### src/rtl/mtmr_pkg.sv
package mtmr_pkg;
    typedef enum logic [1:0] {
        CH_STOP = 2'd0,
        CH_ONCE = 2'd1,
        CH_LOOP = 2'd2,
        CH_FREE = 2'd3
    } ch_state_e;

    localparam logic [1:0] MODE_ONCE = 2'd0;
    localparam logic [1:0] MODE_FREE = 2'd3;

    localparam int CTL_EN_BIT   = 0;
    localparam int CTL_CLR_BIT  = 1;
    localparam int CTL_MODE_LSB = 4;
    localparam int CFG_DIV_BIT  = 0;
    localparam int CFG_SRC_BIT  = 4;

    localparam int OFS_IEN    = 'h00;
    localparam int OFS_ACK    = 'h08;
    localparam int CH_STRIDE  = 'h10;
    localparam int OFS_CTRL   = 'h0;
    localparam int OFS_CFG    = 'h4;
    localparam int OFS_COUNT  = 'h8;
    localparam int OFS_CMP    = 'hC;
endpackage

### src/rtl/mtmr_prescale.sv
module mtmr_prescale (
    input  logic clk,
    input  logic rst_n,
    input  logic use_slow,
    input  logic halve,
    input  logic slow_tick,
    input  logic run,
    input  logic restart,
    output logic tick
);
    logic phase_q;
    logic src_pulse;

    always_comb begin
        src_pulse = use_slow ? slow_tick : 1'b1;
        tick      = run & src_pulse & (~halve | phase_q);
    end

    always_ff @(posedge clk) begin
        if (!rst_n)
            phase_q <= 1'b0;
        else if (restart)
            phase_q <= 1'b0;
        else if (run && src_pulse && halve)
            phase_q <= ~phase_q;
    end
endmodule

### src/rtl/mtmr_channel.sv
module mtmr_channel
    import mtmr_pkg::*;
#(
    parameter int CNT_W = 32
) (
    input  logic             clk,
    input  logic             rst_n,
    input  logic             slow_tick,
    input  logic             wr_ctrl,
    input  logic             wr_cfg,
    input  logic             wr_cmp,
    input  logic [31:0]      wdata,
    output logic [CNT_W-1:0] cnt_o,
    output logic [CNT_W-1:0] cmp_o,
    output logic [31:0]      ctrl_rd,
    output logic [31:0]      cfg_rd,
    output logic             hit_o
);
    ch_state_e        state_q, state_d;
    logic [1:0]       mode_q;
    logic             use_slow_q, halve_q;
    logic [CNT_W-1:0] cnt_q, cnt_d, cmp_q;
    logic             tick, match, running, restart, hit;

    assign running = (state_q != CH_STOP);
    assign restart = wr_cfg | (wr_ctrl & wdata[CTL_CLR_BIT]);
    assign match   = (cnt_q == cmp_q);

    mtmr_prescale u_pre (
        .clk      (clk),
        .rst_n    (rst_n),
        .use_slow (use_slow_q),
        .halve    (halve_q),
        .slow_tick(slow_tick),
        .run      (running),
        .restart  (restart),
        .tick     (tick)
    );

    // next state and match event
    always_comb begin
        state_d = state_q;
        hit     = 1'b0;
        if (wr_ctrl) begin
            if (!wdata[CTL_EN_BIT]) begin
                state_d = CH_STOP;
            end else begin
                unique case (wdata[CTL_MODE_LSB +: 2])
                    MODE_ONCE: state_d = CH_ONCE;
                    MODE_FREE: state_d = CH_FREE;
                    default:   state_d = CH_LOOP;
                endcase
            end
        end else if (tick) begin
            unique case (state_q)
                CH_ONCE: if (match) begin
                    state_d = CH_STOP;
                    hit     = 1'b1;
                end
                CH_LOOP: if (match) hit = 1'b1;
                CH_FREE: ;
                CH_STOP: ;
            endcase
        end
    end

    // counter datapath
    always_comb begin
        cnt_d = cnt_q;
        if (wr_ctrl) begin
            if (wdata[CTL_CLR_BIT]) cnt_d = '0;
        end else if (tick) begin
            if (hit)
                cnt_d = (state_q == CH_LOOP) ? '0 : cnt_q;
            else
                cnt_d = cnt_q + 1'b1;
        end
    end

    always_ff @(posedge clk) begin
        if (!rst_n) state_q <= CH_STOP;
        else        state_q <= state_d;
    end

    always_ff @(posedge clk) begin
        if (!rst_n) begin
            cnt_q      <= '0;
            cmp_q      <= '0;
            mode_q     <= 2'd0;
            use_slow_q <= 1'b0;
            halve_q    <= 1'b0;
        end else begin
            cnt_q <= cnt_d;
            if (wr_ctrl) mode_q <= wdata[CTL_MODE_LSB +: 2];
            if (wr_cmp)  cmp_q  <= wdata[CNT_W-1:0];
            if (wr_cfg) begin
                use_slow_q <= wdata[CFG_SRC_BIT];
                halve_q    <= wdata[CFG_DIV_BIT];
            end
        end
    end

    // outputs
    always_comb begin
        ctrl_rd                      = '0;
        ctrl_rd[CTL_EN_BIT]          = running;
        ctrl_rd[CTL_MODE_LSB +: 2]   = mode_q;
        cfg_rd                       = '0;
        cfg_rd[CFG_SRC_BIT]          = use_slow_q;
        cfg_rd[CFG_DIV_BIT]          = halve_q;
        cnt_o                        = cnt_q;
        cmp_o                        = cmp_q;
        hit_o                        = hit;
    end
endmodule

### src/rtl/multi_timer.sv
module multi_timer
    import mtmr_pkg::*;
#(
    parameter int NUM_CH = 6,
    parameter int CNT_W  = 32,
    parameter int ADDR_W = 8
) (
    input  logic              clk,
    input  logic              rst_n,
    input  logic              slow_tick,
    input  logic [ADDR_W-1:0] bus_addr,
    input  logic              bus_we,
    input  logic [31:0]       bus_wdata,
    output logic [31:0]       bus_rdata,
    output logic              irq
);
    logic [NUM_CH-1:0]            ien_q, pend_q, ack_mask, ch_hit;
    logic [NUM_CH-1:0][CNT_W-1:0] ch_cnt, ch_cmp;
    logic [NUM_CH-1:0][31:0]      ch_ctrl, ch_cfg;
    logic                         wr_ien, wr_ack;

    assign wr_ien   = bus_we && (bus_addr == ADDR_W'(OFS_IEN));
    assign wr_ack   = bus_we && (bus_addr == ADDR_W'(OFS_ACK));
    assign ack_mask = wr_ack ? bus_wdata[NUM_CH-1:0] : '0;

    for (genvar i = 0; i < NUM_CH; i++) begin : g_ch
        localparam int BASE = CH_STRIDE * (i + 1);
        mtmr_channel #(.CNT_W(CNT_W)) u_ch (
            .clk      (clk),
            .rst_n    (rst_n),
            .slow_tick(slow_tick),
            .wr_ctrl  (bus_we && (bus_addr == ADDR_W'(BASE + OFS_CTRL))),
            .wr_cfg   (bus_we && (bus_addr == ADDR_W'(BASE + OFS_CFG))),
            .wr_cmp   (bus_we && (bus_addr == ADDR_W'(BASE + OFS_CMP))),
            .wdata    (bus_wdata),
            .cnt_o    (ch_cnt[i]),
            .cmp_o    (ch_cmp[i]),
            .ctrl_rd  (ch_ctrl[i]),
            .cfg_rd   (ch_cfg[i]),
            .hit_o    (ch_hit[i])
        );
    end

    // a match on the acknowledge edge keeps the flag
    always_ff @(posedge clk) begin
        if (!rst_n) begin
            ien_q  <= '0;
            pend_q <= '0;
        end else begin
            pend_q <= (pend_q & ~ack_mask) | ch_hit;
            if (wr_ien) ien_q <= bus_wdata[NUM_CH-1:0];
        end
    end

    always_comb begin
        bus_rdata = '0;
        if (bus_addr == ADDR_W'(OFS_IEN)) bus_rdata[NUM_CH-1:0] = ien_q;
        if (bus_addr == ADDR_W'(OFS_ACK)) bus_rdata[NUM_CH-1:0] = pend_q;
        for (int i = 0; i < NUM_CH; i++) begin
            if (bus_addr == ADDR_W'(CH_STRIDE * (i + 1) + OFS_CTRL))  bus_rdata = ch_ctrl[i];
            if (bus_addr == ADDR_W'(CH_STRIDE * (i + 1) + OFS_CFG))   bus_rdata = ch_cfg[i];
            if (bus_addr == ADDR_W'(CH_STRIDE * (i + 1) + OFS_COUNT)) bus_rdata = 32'(ch_cnt[i]);
            if (bus_addr == ADDR_W'(CH_STRIDE * (i + 1) + OFS_CMP))   bus_rdata = 32'(ch_cmp[i]);
        end
    end

    assign irq = |(pend_q & ien_q);
endmodule

### config.mk
export PLATFORM = sky130hd
export DESIGN_NAME = multi_timer
export DESIGN_NICKNAME = d
export VERILOG_FILES = /design/src/rtl/mtmr_pkg.sv /design/src/rtl/mtmr_prescale.sv /design/src/rtl/mtmr_channel.sv /design/src/rtl/multi_timer.sv
export SDC_FILE = /design/constraint.sdc
export NUM_CORES = 1
export LEC_CHECK = 0
export BUFFER_PORTS_ARGS = -buffer_cell sky130_fd_sc_hd__clkbuf_2
export CELL_PAD_IN_SITES_DETAIL_PLACEMENT = 0
export CELL_PAD_IN_SITES_GLOBAL_PLACEMENT = 2
export CORE_MARGIN = 4
export CORE_UTILIZATION = 34
export DETAILED_ROUTE_END_ITERATION = 10
export PLACE_DENSITY_LB_ADDON = 0.1
export SYNTH_ARGS = -nofsm -noshare
export SYNTH_HDL_FRONTEND = slang
export SYNTH_SLANG_ARGS = --single-unit
### constraint.sdc
create_clock -name clk -period 2.2 [get_ports clk]
set_clock_uncertainty 0.1 [all_clocks]
set_input_delay 0.11 -clock clk [delete_from_list [all_inputs] [get_ports clk]]
set_output_delay 0.11 -clock clk [all_outputs]
set_load 0.02 [all_outputs]
==> flow_summary.json, run 1 <==
{
  "ios": 77,
  "syn-num-nets": 3237,
  "fin_ws_ns": -0.573,
  "drive_gt1_frac": 0.478,
  "drtAntennaViolNets": 0,
  "final_max_slew_viol_count": 0,
  "cts_sinks": 438,
  "totalWireLength_um": 139000,
  "root_buffer": "clkbuf_16",
  "num_vias": 30000,
  "first_global_vias": 29600,
  "synth.area.top_cells": "dfxtp_1 (35%), nand2_1 (8.6%), xor2_1 (5.8%), a21boi_1 (4.3%), a21oi_1 (4.2%)",
  "nets": 4234,
  "place_ws_ns": -0.827,
  "hp-class": "input port to register",
  "syn_area_mm2": 0.0250,
  "initial_core_util": 0.343,
  "diodes": 0,
  "cp-start-kind": "register",
  "drtPass1Iterations": 6,
  "worstSetupEndpointType": "output pin",
  "status": "finished with violations",
  "hold_end": "g_ch[3].u_ch.u_pre.phase_q",
  "synth-edff-count": 0,
  "synth_top_area_share": 0.351,
  "cp_max_fo": 2,
  "max_freq_mhz": 361,
  "cp_common_cell": "a221o_1",
  "slowest_delay_ns": 0.38,
  "cts_tree": "built",
  "cp_slowest_cell": "a221o_1",
  "grt_usage": 0.340,
  "ys_ff_latch": 438,
  "grt_max_degree": 128,
  "critical_path_class": "register to output pin",
  "finalPower_w": 0.0189,
  "die_width_um": 279,
  "layout_worst_path_cycle_share": 1.26,
  "synth_cell_types": 82,
  "num_rows": 99,
  "wl_per_cell_um": 26.9,
  "cts_made_buffers": 54,
  "final_common_cell": "buf_4",
  "io_buffers": 76,
  "drtIter0Drc": 2391,
  "fin_area_mm2": 0.0430,
  "cp_cell_sequence": "buf_8, mux2i_4, nor2_2, a221o_1, o221ai_2, buf_4, a31oi_4, a221o_1, clkbuf_8",
  "yosysTopAreaCell": "dfxtp_1",
  "power_density_mw_per_mm2": 439,
  "dpl_cell_area_mm2": 0.0333,
  "ir_drop_v": 0.000540,
  "rr_worst_depth": 12,
  "max-clock-path-buffers": 3,
  "async_reset_ff_frac": 0,
  "hold_viol": 0,
  "max_slew_margin": 0.565,
  "holdPathStages": 4,
  "required_ns": 1.99,
  "ys.flop_type": "dfxtp_1",
  "ys_seq_area_frac": 0.351,
  "final_cell_mix": "buf_4 (784), nand2_1 (559), dfxtp_1 (292)",
  "clk_transition_reported_paths_ns": 0.07,
  "clk_latency_ns": 0.64,
  "die-height_um": 279,
  "min-delay-start": "bus_addr[7]",
  "failed_checks": "setup timing",
  "gp_congestion": 0.947,
  "cap_violations": 0,
  "htree_levels": 2,
  "overflow": 0,
  "reg2reg_from": "g_ch[2].u_ch.cmp_o[16]",
  "p_leak_nw": 16.7,
  "r2r-end": "g_ch[2].u_ch.cnt_o[21]",
  "dp_hpwl_um": 97900,
  "period_minus_slack_ns": 2.77,
  "rrSetupSlack_ns": -0.49,
  "synth_warnings": 0,
  "postSynthCellCount": 3168,
  "syn_avg_cell_area_um2": 7.90,
  "dieArea_mm2": 0.0780,
  "antenna_found_initial": 5,
  "vias_per_cell": 5.80,
  "setup_viol": 228,
  "grt_pass1_wl_um": 199000,
  "grt_setup_unrepaired": "true",
  "worst_pin_slew_ns": 0.653,
  "areaGrowthSynthToFinish_pct": 72.1,
  "drc_errors": 0,
  "core_mm2": 0.0730,
  "critPathArrivalTime_ns": 2.56
}
==> per-layer routing <==
metal / routed length (µm) / GRT usage
met1: 58000 / 0.447
met2: 64900 / 0.568
met3: 8840 / 0.0387
met4: 7270 / 0.144
met5: 11 / 0
==> through the flow <==
step	setup TNS [ns]	hold WS, ns	util	instances
after floorplan	-0.294	0.145	-	3168
after global placement	-95.38	0.359	0.456	4854
after detailed placement	-101.49	0.378	0.456	4854
after CTS	-53.79	0.0179	0.570	5159
after global routing	-77.17	0.0353	0.590	5165
final	-59.06	0.0313	0.590	5165
==> timing repair <==
item / in CTS / in global routing
gates resized for setup: 915 / 373
gates cloned: 44 / 3
setup buffers: 151 / 40
hold buffers: 38 / 1
hold endpoints to repair: 237 / 1
endpoints found under the setup margin: 239 / 239
pin swaps: 323 / 214
==> where the power goes <==
group / switching [W] / internal [W]
Sequential: 0.00000990 / 0.00791
Combinational: 0.000817 / 0.000616
Clock: 0.00393 / 0.00561
Total: 0.00476 / 0.0141
==> synth_stat cells (57+ instances only) <==
cell and n:
a22oi_1 96, xor2_1 167, clkbuf_1 175, o21ai_0 57, nand2_1 570, o31ai_1 69, a21boi_1 143, nor4_1 58
dfxtp_1 438, or3_1 76, a21oi_1 210, nor2_1 94, nand4_1 81, nand3_1 123, a21boi_0 82, or4_1 73
xnor2_1 57
==> registers in the layout, indices dropped and copies added (netlist names) <==
register	flops
g_ch.u_ch.cmp_o	192
g_ch.u_ch.cnt_o	192
g_ch.u_ch.halve_q	6
g_ch.u_ch.mode_q	12
g_ch.u_ch.state_q	12
g_ch.u_ch.u_pre.phase_q	6
g_ch.u_ch.use_slow_q	6
ien_q	6
pend_q	6
==> worst max-delay path, delay by kind of cell (launching register included) <==
kind | cells | cell delay [ns]
DFF | 1 | 0.35
and+or+nand+nor | 1 | 0.06
AOI/OAI and AO/OA | 4 | 0.89
muxes | 1 | 0.15
buffers and inverters | 3 | 0.49
==> layout make-up <==
cell class | instances | area [µm²]
clock buffers | 75 | 1550
flip-flops and latches | 438 | 9020
inverters | 55 | 206
fillers | 6499 | 29900
well taps | 959 | 1200
multi-input cells | 2439 | 19400
repair buffers | 1177 | 11400
clock inverters | 22 | 289
==> cells by family after synthesis <==
group | after synthesis | share of synthesized area
adders and majority gates | 25 | 0.0125
xor gates and xnor gates | 224 | 0.0784
AOI/OAI and AO/OA | 907 | 0.249
muxes | 30 | 0.0121
DFF | 438 | 0.351
and+or+nand+nor | 1250 | 0.250
buffers and inverters | 294 | 0.0469
==> worst max path at each step <==
stage                     slack, ns                    from  depth (start not counted)                endpoint
after floorplan               -0.07             bus_addr[4]                          9  g_ch[5].u_ch.cnt_o[15]
after global placement        -0.76             bus_addr[7]                         11           bus_rdata[13]
after detailed placement      -0.83  g_ch[2].u_ch.cnt_o[24]                          9   g_ch[2].u_ch.cnt_o[5]
after CTS                     -0.66   g_ch[0].u_ch.cnt_o[2]                          9            bus_rdata[2]
after global routing          -0.62   g_ch[0].u_ch.cnt_o[2]                          9            bus_rdata[2]
final                         -0.57   g_ch[0].u_ch.cnt_o[2]                          9            bus_rdata[2]
Note: power is estimated with default switching activity, not from simulation.
==> run 2, diff against run 1 <==
- PLACE_DENSITY_LB_ADDON: 0.1 -> 0.05
- clock period: 2.2 -> 2.5 ns (I/O delays scaled with it)
==> flow_summary.json, run 2 (same netlist as run 1, synthesis figures left out) <==
{
  "status": "finished with violations",
  "failed_checks": "setup timing",
  "htree_levels": 2,
  "dieArea_mm2": 0.0780,
  "gp_congestion": 0.923,
  "p_leak_nw": 14.6,
  "drtAntennaViolNets": 0,
  "dp_hpwl_um": 93000,
  "nets": 3948,
  "hold_viol": 0,
  "drive_gt1_frac": 0.367,
  "wl_per_cell_um": 26.4,
  "max-clock-path-buffers": 3,
  "clk_latency_ns": 0.63,
  "clk_transition_reported_paths_ns": 0.06,
  "reg2reg_from": "g_ch[3].u_ch.cnt_o[22]",
  "drc_errors": 0,
  "grt_max_degree": 80,
  "fin_ws_ns": -0.315,
  "die-height_um": 279,
  "final_common_cell": "buf_4",
  "ir_drop_v": 0.000575,
  "multi_input_area_mm2": 0.0177,
  "drtPass1Iterations": 5,
  "layout_worst_path_cycle_share": 1.13,
  "power_density_mw_per_mm2": 431,
  "cp_max_fo": 2,
  "final_max_slew_viol_count": 0,
  "cp_cell_sequence": "buf_6, mux2i_1, nor2_1, a221o_1, o221ai_2, a31oi_1, buf_4, a221o_1, clkbuf_8",
  "final_cell_mix": "buf_4 (634), nand2_1 (569), dfxtp_1 (350)",
  "cts_tree": "built",
  "holdWs_ns": 0.0581,
  "grt_setup_unrepaired": "true",
  "worst_pin_slew_ns": 0.810,
  "vias_per_cell": 5.76,
  "cts_made_buffers": 57,
  "grt_usage": 0.314,
  "fillers": 6878,
  "regArea_mm2": 0.00893,
  "initial_core_util": 0.343,
  "areaGrowthSynthToFinish_pct": 52.6,
  "num_vias": 28100,
  "antenna_found_initial": 2,
  "crit_start": "g_ch[0].u_ch.cnt_o[2]",
  "min-delay-start": "bus_wdata[0]",
  "first_global_vias": 27500,
  "die_width_um": 279,
  "max_slew_margin": 0.460,
  "dpl.cell_count": 4638,
  "overflow": 0,
  "cts_sinks": 438,
  "totalWireLength_um": 129000,
  "cp-start-kind": "register",
  "io_buffers": 76,
  "slowest_delay_ns": 0.33,
  "drtIter0Drc": 2056,
  "cp_common_cell": "a221o_1",
  "critPathArrivalTime_ns": 2.59,
  "cp_slowest_cell": "dfxtp_2",
  "ios": 77,
  "required_ns": 2.28,
  "period_minus_slack_ns": 2.81,
  "hp-class": "input port to register",
  "core_mm2": 0.0730,
  "cap_violations": 0,
  "grt_pass1_wl_um": 184000,
  "num_rows": 99,
  "worstSetupEndpointType": "output pin",
  "critical_path_class": "register to output pin",
  "root_buffer": "clkbuf_16",
  "instances_no_fill": 4883,
  "setup_viol": 65,
  "max_freq_mhz": 355
}
## run 2: cell count changes in the layout (fill, tap and decap cells not counted), sizes merged, moves of 2 or more
cell	change
and2	-3
buf	-296
bufinv	-3
clkbuf	+28
clkinv	-5
diode	+2
dlygate4sd3	-6
## run 2: timing repair
action,in CTS,in global routing
buffers inserted,57,22
endpoints found under the hold margin,221,0
gates resized for setup,358,357
hold buffers,33,0
pin swaps,133,158
gates cloned,26,15
endpoints found under the setup margin,172,194
## run 2: report_power, final
part / leakage (nW) / internal, W / switching, W / total [W]
logic: 10.1 / 0.000398 / 0.000612 / 0.00101
clock network: 0.935 / 0.00504 / 0.00344 / 0.00848
registers: 3.58 / 0.00697 / 0.00000885 / 0.00698
total: 14.6 / 0.0124 / 0.00406 / 0.0165
## run 2: worst paths after layout
kind | end | slack, ns | cells past startpoint
setup / recovery | bus_rdata[2] | -0.31 | 9
hold / removal | g_ch[4].u_ch.cmp_o[0] | 0.06 | 3
setup reg to reg | g_ch[3].u_ch.cnt_o[18] | -0.31 | 13
hold reg to reg | g_ch[1].u_ch.cmp_o[11] | 0.38 | 2
## run 2: layout make-up
class,count,share of cell area
multi-input cells,2437,0.463
flip-flops and latches,438,0.234
repair buffers,890,0.216
clock buffers,89,0.0456
well taps,959,0.0314
inverters,55,0.00541
clock inverters,13,0.00377
diodes,2,0.000131
## run 2: worst max-delay path: cells and delay by family (launching register included)
family | cells | cell delay (ns)
AO/OA/AOI/OAI | 4 | 0.97
buffers and inverters | 3 | 0.48
flip-flops | 1 | 0.33
multiplexers | 1 | 0.13
AND/OR/NAND/NOR | 1 | 0.05
## run 2: per-stage QoR
step	setup slack (ns)	TNS (ns)	util	area [µm²]	total power (W)
after floorplan	0.0174	0	-	25000	0.00749
after global placement	-0.607	-36.16	0.429	31300	0.00796
after global routing	-0.430	-17.90	0.523	38200	0.0169
after detailed placement	-0.570	-35.90	0.429	31300	0.00796
after CTS	-0.375	-8.56	0.498	36300	0.0165
final	-0.315	-11.24	0.523	38200	0.0165
## run 2: per-layer routing
metal,share of wire,GRT usage
met5,0,0
met4,0.062,0.152
met3,0.053,0.0395
met2,0.47,0.532
met1,0.41,0.397
==> run 3, diff against run 2 <==
- PLACE_DENSITY_LB_ADDON: 0.05 -> 0.1
==> flow_summary.json, run 3 (same netlist as run 1, synthesis figures left out) <==
{
  "failed_checks": "setup timing",
  "worst_pin_slew_ns": 0.921,
  "grt_usage": 0.310,
  "first_global_vias": 27200,
  "clk_latency_ns": 0.63,
  "layout_worst_path_cycle_share": 1.11,
  "clk_transition_reported_paths_ns": 0.06,
  "num_rows": 99,
  "wl_per_cell_um": 26.2,
  "drtAntennaViolNets": 0,
  "totalWireLength_um": 128000,
  "cpLargestDelayFamily": "compound AO/OA/AOI/OAI gates",
  "overflow": 0,
  "io_buffers": 76,
  "drc_errors": 0,
  "vias_per_cell": 5.76,
  "period_minus_slack_ns": 2.77,
  "drive_gt1_frac": 0.354,
  "cp_slowest_cell": "a221o_1",
  "ios": 77,
  "antenna_found_initial": 4,
  "drtIter0Drc": 2201,
  "initial_core_util": 0.343,
  "p_leak_nw": 14.3,
  "final_max_slew_viol_count": 0,
  "die_width_um": 279,
  "root_buffer": "clkbuf_16",
  "required_ns": 2.28,
  "max_slew_margin": 0.386,
  "setup_viol": 101,
  "critical_path_class": "register to output pin",
  "max_freq_mhz": 361,
  "cp_common_cell": "a221o_1",
  "cts_tree": "built",
  "slowest_delay_ns": 0.38,
  "cts_made_buffers": 56,
  "die-height_um": 279,
  "ir_drop_v": 0.000571,
  "max-clock-path-buffers": 3,
  "worstSetupEndpointType": "output pin",
  "final_cell_mix": "buf_4 (646), nand2_1 (566), dfxtp_1 (354)",
  "gp_congestion": 0.929,
  "grt_max_degree": 59,
  "cts_sinks": 438,
  "nets": 3927,
  "core_mm2": 0.0730,
  "htree_levels": 2,
  "dp_hpwl_um": 93200,
  "fin_util": 0.512,
  "grt_pass1_wl_um": 182000,
  "cp_max_fo": 2,
  "cp-start-kind": "register",
  "drtPass1Iterations": 5,
  "power_density_mw_per_mm2": 451,
  "cp_cell_sequence": "buf_6, mux2i_1, nor2_1, a221o_1, o221ai_4, a31oi_4, a221o_1, clkbuf_8",
  "crit_buf_inv": 2,
  "cap_violations": 0,
  "grt_setup_unrepaired": "true",
  "hp-class": "input port to register",
  "status": "finished with violations",
  "final_common_cell": "buf_4",
  "hold_viol": 0,
  "num_vias": 28000,
  "critPathArrivalTime_ns": 2.55,
  "fin_ws_ns": -0.273,
  "areaGrowthSynthToFinish_pct": 49.5,
  "final.setup.tns_ns": -7.57,
  "dieArea_mm2": 0.0780
}
## run 3: cell count changes in the layout (fill, tap and decap cells not counted), sizes merged
cell / change
o21ai: -1
inv: -1
clkinv: +1
buf: -23
bufinv: +3
dlygate4sd3: +2
clkbuf: +2
## run 3: path summary, 6_finish.rpt
path	slack, ns	end	depth (start not counted)	start
worst min-delay path	0.08	g_ch[1].u_ch.halve_q	6	bus_addr[4]
worst min register to register	0.38	g_ch[3].u_ch.mode_q[1]	2	g_ch[3].u_ch.mode_q[1]
worst max-delay path	-0.27	bus_rdata[2]	8	g_ch[0].u_ch.cnt_o[2]
worst max register to register	-0.22	g_ch[0].u_ch.cnt_o[3]	13	g_ch[0].u_ch.cnt_o[2]
## run 3: tightest hold or removal path: stages
cell and delay [ns]:
clkbuf_16 0.12, nor4b_4 0.04, buf_4 0.17, buf_4 0.15, nand3_1 0.06, a21boi_0 0.07
## run 3: metrics by stage
stage	instances	cell area (µm²)	power (W)	hold WS, ns	worst slack [ns]
final	4866	37400	0.0168	0.0756	-0.273
after global routing	4864	37400	0.0173	0.0956	-0.344
after CTS	4831	35600	0.0169	0.0493	-0.313
after detailed placement	4655	31400	0.00798	0.370	-0.256
after global placement	4655	31400	0.00798	0.365	-0.248
after floorplan	3168	25000	0.00749	0.160	0.0174
## run 3: final cells by class
cell class / count / area [µm²]
fillers: 6877 / 35600
multi-input cells: 2436 / 17300
flip-flops and latches: 438 / 8900
repair buffers: 871 / 7810
clock buffers: 89 / 1740
well taps: 959 / 1200
clock inverters: 16 / 241
inverters: 55 / 206
diodes: 2 / 5.00
## run 3: repair_timing
item / 4_1_cts / 5_1_grt
gates resized for setup: 292 / 315
hold endpoints to repair: 225 / 0
pin swaps: 86 / 84
hold buffers: 35 / 0
buffers inserted: 35 / 23
gates cloned: 12 / 17
endpoints found under the setup margin: 204 / 216
## run 3: power breakdown
part / leakage (nW) / switching, W / internal [W] / total, W
clock network: 0.980 / 0.00350 / 0.00535 / 0.00885
logic: 9.73 / 0.000628 / 0.000386 / 0.00101
registers: 3.57 / 0.00000838 / 0.00698 / 0.00699
## run 3: layer usage
metal / up-vias / track usage / wire [µm]
li1: 12900 / - / -
met1: 13900 / 0.411 / 55000
met2: 1016 / 0.519 / 59700
met3: 247 / 0.0305 / 6670
met4: 0 / 0.124 / 6250
met5: - / 0 / 0
